===== config.mk =====
export PLATFORM = sky130hd
export DESIGN_NAME = sram_sleep_ctrl
export DESIGN_NICKNAME = d
export VERILOG_FILES = /design/src/rtl/sleep_pkg.sv /design/src/rtl/ssc_sync.sv /design/src/rtl/ssc_wake_timer.sv /design/src/rtl/ssc_guard.sv /design/src/rtl/sram_sleep_ctrl.sv
export SDC_FILE = /design/constraint.sdc
export NUM_CORES = 1
export LEC_CHECK = 0
export BUFFER_PORTS_ARGS = -buffer_cell sky130_fd_sc_hd__buf_4
export CAP_MARGIN = 20
export CORE_AREA = 2 2 39 41
export DETAILED_ROUTE_END_ITERATION = 6
export DIE_AREA = 0 0 41 43
export GPL_ROUTABILITY_DRIVEN = 0
export PLACE_DENSITY_LB_ADDON = 0.25
export SLEW_MARGIN = 20
export SYNTH_ARGS = -nofsm -noshare
export SYNTH_HDL_FRONTEND = slang
export SYNTH_SLANG_ARGS = --single-unit

===== constraint.sdc =====
create_clock -name clk -period 1.3 [get_ports clk]
set_clock_uncertainty 0.15 [all_clocks]
set_input_delay 0 -clock clk [delete_from_list [all_inputs] [get_ports clk]]
set_output_delay 0 -clock clk [all_outputs]
set_load 0.005 [all_outputs]

===== src/rtl/sleep_pkg.sv =====
package sleep_pkg;
  typedef enum logic [1:0] {
    CYC_DESEL = 2'b00,
    CYC_READ  = 2'b01,
    CYC_WRITE = 2'b10,
    CYC_BURST = 2'b11
  } cyc_e;

  function automatic logic cyc_legal_waking(input cyc_e c);
    return (c == CYC_DESEL) || (c == CYC_READ);
  endfunction
endpackage


===== src/rtl/ssc_sync.sv =====
module ssc_sync #(
  parameter int STAGES = 2
) (
  input  logic clk,
  input  logic rst_n,
  input  logic d_async,
  output logic q_sync,
  output logic q_early
);
  logic [STAGES-1:0] stg;

  always_ff @(posedge clk or negedge rst_n) begin
    if (!rst_n) stg[0] <= 1'b0;
    else        stg[0] <= d_async;
  end

  for (genvar i = 1; i < STAGES; i++) begin : g_stage
    always_ff @(posedge clk or negedge rst_n) begin
      if (!rst_n) stg[i] <= 1'b0;
      else        stg[i] <= stg[i-1];
    end
  end

  assign q_sync  = stg[STAGES-1];
  assign q_early = stg[STAGES-2];
endmodule


===== src/rtl/ssc_wake_timer.sv =====
module ssc_wake_timer #(
  parameter int WAKE_CYC = 4
) (
  input  logic clk,
  input  logic rst_n,
  input  logic asleep,
  output logic waking
);
  localparam int CW = $clog2(WAKE_CYC + 1);
  localparam logic [CW-1:0] LOAD = CW'(WAKE_CYC);

  logic [CW-1:0] cnt;

  always_ff @(posedge clk or negedge rst_n) begin
    if (!rst_n)          cnt <= '0;
    else if (asleep)     cnt <= LOAD;
    else if (cnt != '0)  cnt <= cnt - 1'b1;
  end

  assign waking = !asleep && (cnt != '0);
endmodule


===== src/rtl/ssc_guard.sv =====
module ssc_guard
  import sleep_pkg::*;
(
  input  logic clk,
  input  logic rst_n,
  input  logic waking,
  input  cyc_e cyc,
  input  logic entering,
  input  logic op_pending,
  output logic viol,
  output logic aborted
);
  always_ff @(posedge clk or negedge rst_n) begin
    if (!rst_n) begin
      viol    <= 1'b0;
      aborted <= 1'b0;
    end else begin
      if (waking && !cyc_legal_waking(cyc)) viol <= 1'b1;
      aborted <= entering && op_pending;
    end
  end
endmodule


===== src/rtl/sram_sleep_ctrl.sv =====
module sram_sleep_ctrl
  import sleep_pkg::*;
#(
  parameter int SYNC_STAGES = 2,
  parameter int WAKE_CYC    = 4
) (
  input  logic       clk,
  input  logic       rst_n,
  input  logic       sleep_req,
  input  logic [1:0] cyc_in,
  input  logic       op_pending,
  output logic [1:0] cyc_out,
  output logic       asleep,
  output logic       in_gate_en,
  output logic       out_hiz,
  output logic       waking,
  output logic       viol,
  output logic       aborted
);
  logic req_early;
  logic entering;
  cyc_e cyc_dec;

  ssc_sync #(.STAGES(SYNC_STAGES)) u_sync (
    .clk(clk), .rst_n(rst_n), .d_async(sleep_req),
    .q_sync(asleep), .q_early(req_early)
  );

  ssc_wake_timer #(.WAKE_CYC(WAKE_CYC)) u_timer (
    .clk(clk), .rst_n(rst_n), .asleep(asleep), .waking(waking)
  );

  assign cyc_dec  = cyc_e'(cyc_in);
  assign entering = req_early && !asleep;

  ssc_guard u_guard (
    .clk(clk), .rst_n(rst_n), .waking(waking), .cyc(cyc_dec),
    .entering(entering), .op_pending(op_pending),
    .viol(viol), .aborted(aborted)
  );

  assign in_gate_en = !asleep;
  assign out_hiz    = asleep;
  assign cyc_out    = asleep ? CYC_DESEL : cyc_in;
endmodule


Word level (Yosys, flattened, before mapping)
Index checks and enable logic that the tools add are counted.
Storage, ports and cells
  input bits: 6
  output and inout bits: 8
  flip-flop bits (word level): 7
  word-level logic and storage cells: 20
Cells by class
  add/sub/neg operators: 1
  muxes and demuxes: 3
  eq/ne operators: 1
  reduce and logical (&&, ||, !) cells: 10
Operator list (count)
  $mux W3: 2
  $logic_and A1 B1 Y1: 4
  $reduce_bool A3 Y1: 1
  $sub A3 B1 Y3 const B: 1
  $eq A2 B1 Y1 const B: 1
  $logic_not A1 Y1: 2
  $logic_not A2 Y1: 1
  $mux W2: 1
  $reduce_bool A2 Y1: 1
  $logic_or A1 B1 Y1: 1

Longest topological paths before layout
  depth in word-level cells: 4
  mapped depth: 4
  depth with buffers taken out: 4

By module
A second synthesis with hierarchy kept.
Second synthesis, totals
  cells, all modules: 28
  area total of the unflattened synthesis: 331.6 um2
By module, submodules not included
  ssc_wake_timer: instances 1, seq. area each 75.1 um2, area each 187.7 um2, cells each 17
  ssc_guard: instances 1, seq. area each 50.0 um2, area each 63.8 um2, cells each 4
  ssc_sync: instances 1, seq. area each 50.0 um2, area each 50.0 um2, cells each 2
  sram_sleep_ctrl: instances 1, seq. area each 0.0 um2, area each 30.0 um2, cells each 5

Worst setup path before layout
No wires, ideal clock.
  path kind: flip-flop to flip-flop
  from: register u_timer.cnt[0]
  to: register u_timer.cnt[0]
  data required time: 1.025 ns
  clock period less this slack: 1.353 ns
  buffers on the path: 0
  arrival time: 1.078 ns
  library setup time: 0.125 ns
  stages on the path, launching flop included: 5
  path slack: -0.053 ns
  path through: dfrtp_1 > inv_1 > ha_1 > nor2b_2 > mux2_4
On the way
  longest elaborated chain between the ends: 3
  elaborated cells on any way between the ends: 5
  classes of those cells: add/sub: 1; mux: 2; reduce/logical: 2
Ends and longest elaborated chain
  start, declared: RTL line ssc_wake_timer.sv:12  | logic [CW-1:0] cnt;
  start signal, assigned: RTL line ssc_wake_timer.sv:17  | else if (cnt != '0) cnt <= cnt - 1'b1;
  $sub A3 B1 Y3: RTL line ssc_wake_timer.sv:17
  $mux W3: RTL line ssc_wake_timer.sv:17
  $mux W3: RTL line ssc_wake_timer.sv:16  | else if (asleep) cnt <= LOAD;
Parallel ways exist; a longest one is shown, timed or not. The select of a mux whose other input is x is not followed.
A chain may end at the register's enable or synchronous reset.

Final worst setup path
Ends and elaborated chain as after synthesis.

==> results_tabular.tex <==
\begin{tabular}{lr}
\hline
Metric & Value \\
\hline
\multicolumn{2}{l}{\textbf{Run status}} \\
Run status & finished, violations left \\
Failing checks & setup timing \\
\multicolumn{2}{l}{\textbf{Synthesis}} \\
Warning count from the yosys run & 0 \\
Net count of the mapped netlist & 36 \\
EDFF count, synth & 0 \\
Average cell area after synthesis & 11.6 um2 \\
Biggest area contributors in the synthesized netlist & sky130\_fd\_sc\_hd\_\_dfrtp\_1 54\%, sky130\_fd\_sc\_hd\_\_ha\_1 7.7\%, sky130\_fd\_sc\_hd\_\_nor2b\_1 5.8\% \\
Sequential share of the synthesized area & 53.8\% \\
Synthesized-area fraction occupied by ao, oa, aoi and oai cells & 7.31\% \\
Biggest area consumer among synthesized cells & sky130\_fd\_sc\_hd\_\_dfrtp\_1 \\
FF+latch count, synth & 7 \\
Share of synthesized flip-flops with an asynchronous set or reset & between 90\% and 100\% \\
Synthesized area & 325 um2 \\
Synth Instances & 28 \\
Share of synthesized cell area in and, or, nand and nor gates & about a fifth \\
Most instantiated flip-flop cell in the synthesis netlist & sky130\_fd\_sc\_hd\_\_dfrtp\_1 \\
Leading post-synthesis cells by instance count & 7 x sky130\_fd\_sc\_hd\_\_dfrtp\_1, 3 x sky130\_fd\_sc\_hd\_\_inv\_1, 3 x sky130\_fd\_sc\_hd\_\_nor2\_1, 3 x sky130\_fd\_sc\_hd\_\_nor2b\_1, 2 x sky130\_fd\_sc\_hd\_\_ha\_1 \\
Number of distinct standard cells referenced by the synthesized netlist & 15 \\
Synthesized-area fraction occupied by xor and xnor cells & 0\% \\
Share of the synthesized area in the top cell type & 53.8\% \\
Adder-cell share of the synthesized area & 7.69\% \\
Top-count cell post-synth & sky130\_fd\_sc\_hd\_\_dfrtp\_1 \\
Share of cell area taken by muxes after synthesis & 4.62\% \\
Largest family of logic cells by synthesized area & simple AND/OR/NAND/NOR gates \\
\multicolumn{2}{l}{\textbf{Die}} \\
Starting Density & 23.5\% \\
Num ports & 14 \\
DIE WIDTH & 41 um \\
Die Outline Area & between 1500 and 2000 um2 \\
Cell Rows & 14 \\
Y dimension of the die & about 43 um \\
Area of the core & 1380 um2 \\
\multicolumn{2}{l}{\textbf{Drt}} \\
Drt pass-1 iters & 3 \\
DRC & 0 \\
Post-route ant nets & 0 \\
Average detailed-routed wire length per instance & 10.1 um \\
Total routed wirelength & 745 um \\
1st-iter DRT viols & 1 \\
Via count & 313 \\
Via-to-Cell Ratio & 4.23 \\
\multicolumn{2}{l}{\textbf{Clock network}} \\
Total number of clock tree sinks & 7 \\
Root buffer cell & sky130\_fd\_sc\_hd\_\_clkbuf\_4 \\
Clock tree from TritonCTS & done \\
Deepest level of the CTS H-tree & 1 \\
Inserted Clock Buffers & 3 \\
Worst-case clock buffer depth & 2 \\
Clock-pin transition on the worst setup and hold timing paths & 0.05 ns \\
Source-to-sink clock delay at the later pin of the worst-skew pair & 0.24 ns \\
\multicolumn{2}{l}{\textbf{STA}} \\
Setup repair after global routing missed its margin & true \\
Setup Total Neg Slack & -0.275 ns \\
Setup WS post-layout & -0.113 ns \\
Maximum achievable frequency & 708 MHz \\
Count of endpoints failing hold in the final timing report & 0 \\
Time the final worst path needs with I/O delays and setup & 1.41 ns \\
Worst slew pin tran & 0.339 ns \\
Max\_slew headroom & 77.3\% \\
Setup-failing EPs final & 4 \\
Final worst path period share & 109\% \\
Slew Limit Fails & 0 \\
\multicolumn{2}{l}{\textbf{Placement}} \\
Post-DP HPWL & between 400 and 500 um \\
Port-buffer cells & 13 \\
\multicolumn{2}{l}{\textbf{Cells and area}} \\
Area growth syn-to-layout & 91.2\% \\
Ant diodes & 0 \\
Final core utilization & 44.9\% \\
Final net count & 67 \\
Proportion of layout cells with a drive suffix above 1 & 60.3\% \\
\multicolumn{2}{l}{\textbf{Worst setup path}} \\
Type of destination of the critical path & flop \\
Largest fanout on the critical path & 2 \\
Critical path class & reg -> reg \\
Startpoint types & flop \\
Critical Path AT & roughly 1.4 ns \\
Data required time of the worst path & between 1 and 1.5 ns \\
\multicolumn{2}{l}{\textbf{Global route}} \\
GRT Residual Overflow & 0 \\
Global-route track usage on met3 & $\sim$1.6\% \\
Met1 track demand over resource in global routing & 11.3\% \\
Maximum number of pins on one net before global-route repair & 11 \\
Global-route usage over all layers & 9.73\% \\
Global-route wire length before repair & approximately 1.2 mm \\
Via count of the first global-routing pass & $\sim$300 \\
Met2 track utilization from global routing & 17.5\% \\
Routing layer with the top usage in global route & met2 \\
Initial antenna violation count & 0 \\
\multicolumn{2}{l}{\textbf{Power and ir drop}} \\
Power per cell area & 1600 nW/um2 \\
Reported leakage power & 0.300 nW \\
Worst-case vdd ir drop & $\sim$0.75 mV \\
\multicolumn{2}{l}{\textbf{Hold path}} \\
Worst hold path type & in -> out \\
\multicolumn{2}{l}{\textbf{Run}} \\
Total of max-cap violations & 0 \\
\hline
\end{tabular}
## metrics by stage
stage	hold slack, ns	total power [mW]	std cells	cell area [um2]	setup slack, ns
2_1_floorplan	-0.446	0.471	28	333	-0.0273
3_3_place_gp	-0.330	0.598	59	465	-0.0584
3_5_place_dp	-0.331	0.601	59	465	-0.0762
4_1_cts	0.143	0.960	74	604	-0.142
5_1_grt	0.155	1.07	74	622	-0.149
6_report	0.140	0.998	74	622	-0.113
## layout by cell type, fill, tap and decap left out, drive strengths merged
cell type    netlist  routed
and3               1       1
buf                1      22
clkbuf             0       4
nor3b              1       1
nor2b              4       4
nor2               3       3
inv                3       3
a21o               1       1
mux2               1       1
ha                 2       2
dlygate4sd3        0       5
nand2b             1       1
and2b              1       1
a211o              1       1
a211oi             1       1
dfrtp              7       7
## worst max-delay path, cell delays in order, from the launching register on
cell,delay [ns]
sky130_fd_sc_hd__dfrtp_1,0.39
sky130_fd_sc_hd__inv_2,0.08
sky130_fd_sc_hd__ha_4,0.13
sky130_fd_sc_hd__nor2b_4,0.14
sky130_fd_sc_hd__buf_4,0.12
sky130_fd_sc_hd__mux2_4,0.28
## per-layer routing
metal / wire length (um) / share of wire [%] / vias to the layer above
li1: - / - / 150
met1: 299 / 40 / 155
met5: 0 / 0 / -
met2: 403 / 54 / 8
met4: 0 / 0 / 0
met3: 42 / 5.6 / 0
## area by class of cell
class,instances,area (um2)
fillers,139,762
repair buffers,27,219
flip-flops and latches,7,176
multi-input cells,17,169
clock buffers,4,26.3
well taps,16,20.0
inverters,3,11.3
## report_power, final
group / switching [mW] / leakage, nW / internal [mW]
Combinational: 0.173 / 0.205 / 0.330
Sequential: 0.0414 / 0.0803 / 0.259
Clock: 0.0783 / 0.0150 / 0.117
Total: 0.292 / 0.300 / 0.705
## registers in the layout (all words and copies together), names as in the netlist
signal / count
u_guard.viol: 1
u_sync.q_early: 1
u_guard.aborted: 1
u_sync.q_sync: 1
u_timer.cnt: 3
## what timing repair did
action                                 in CTS  in global routing
pin swaps                                   3                  1
gates resized for setup                     5                  4
hold buffers                                5                  0
setup buffers                               6                  0
setup endpoints to repair                   5                  5
endpoints found under the hold margin      10                  0
## final timing paths
path	cells past startpoint	to	slack (ns)	from
max	5	u_timer.cnt[0]	-0.11	u_timer.cnt[0]
min	3	cyc_out[0]	0.14	cyc_in[0]
max reg2reg	5	u_timer.cnt[0]	-0.11	u_timer.cnt[0]
min reg2reg	0	u_sync.q_sync	0.22	u_sync.q_early
max in group asynchronous	3	u_sync.q_sync	0.16	rst_n
min in group asynchronous	3	u_guard.aborted	0.57	rst_n
## kinds of logic (layout without fill, tap and decap cells)
logic type | after synthesis | after routing
and+or+nand+nor | 11 | 11
AOI/OAI and AO/OA | 3 | 3
muxes | 1 | 1
adders and majority gates | 2 | 2
DFF | 7 | 7
buffers and inverters | 4 | 34
(Power assumes the default switching activity.)
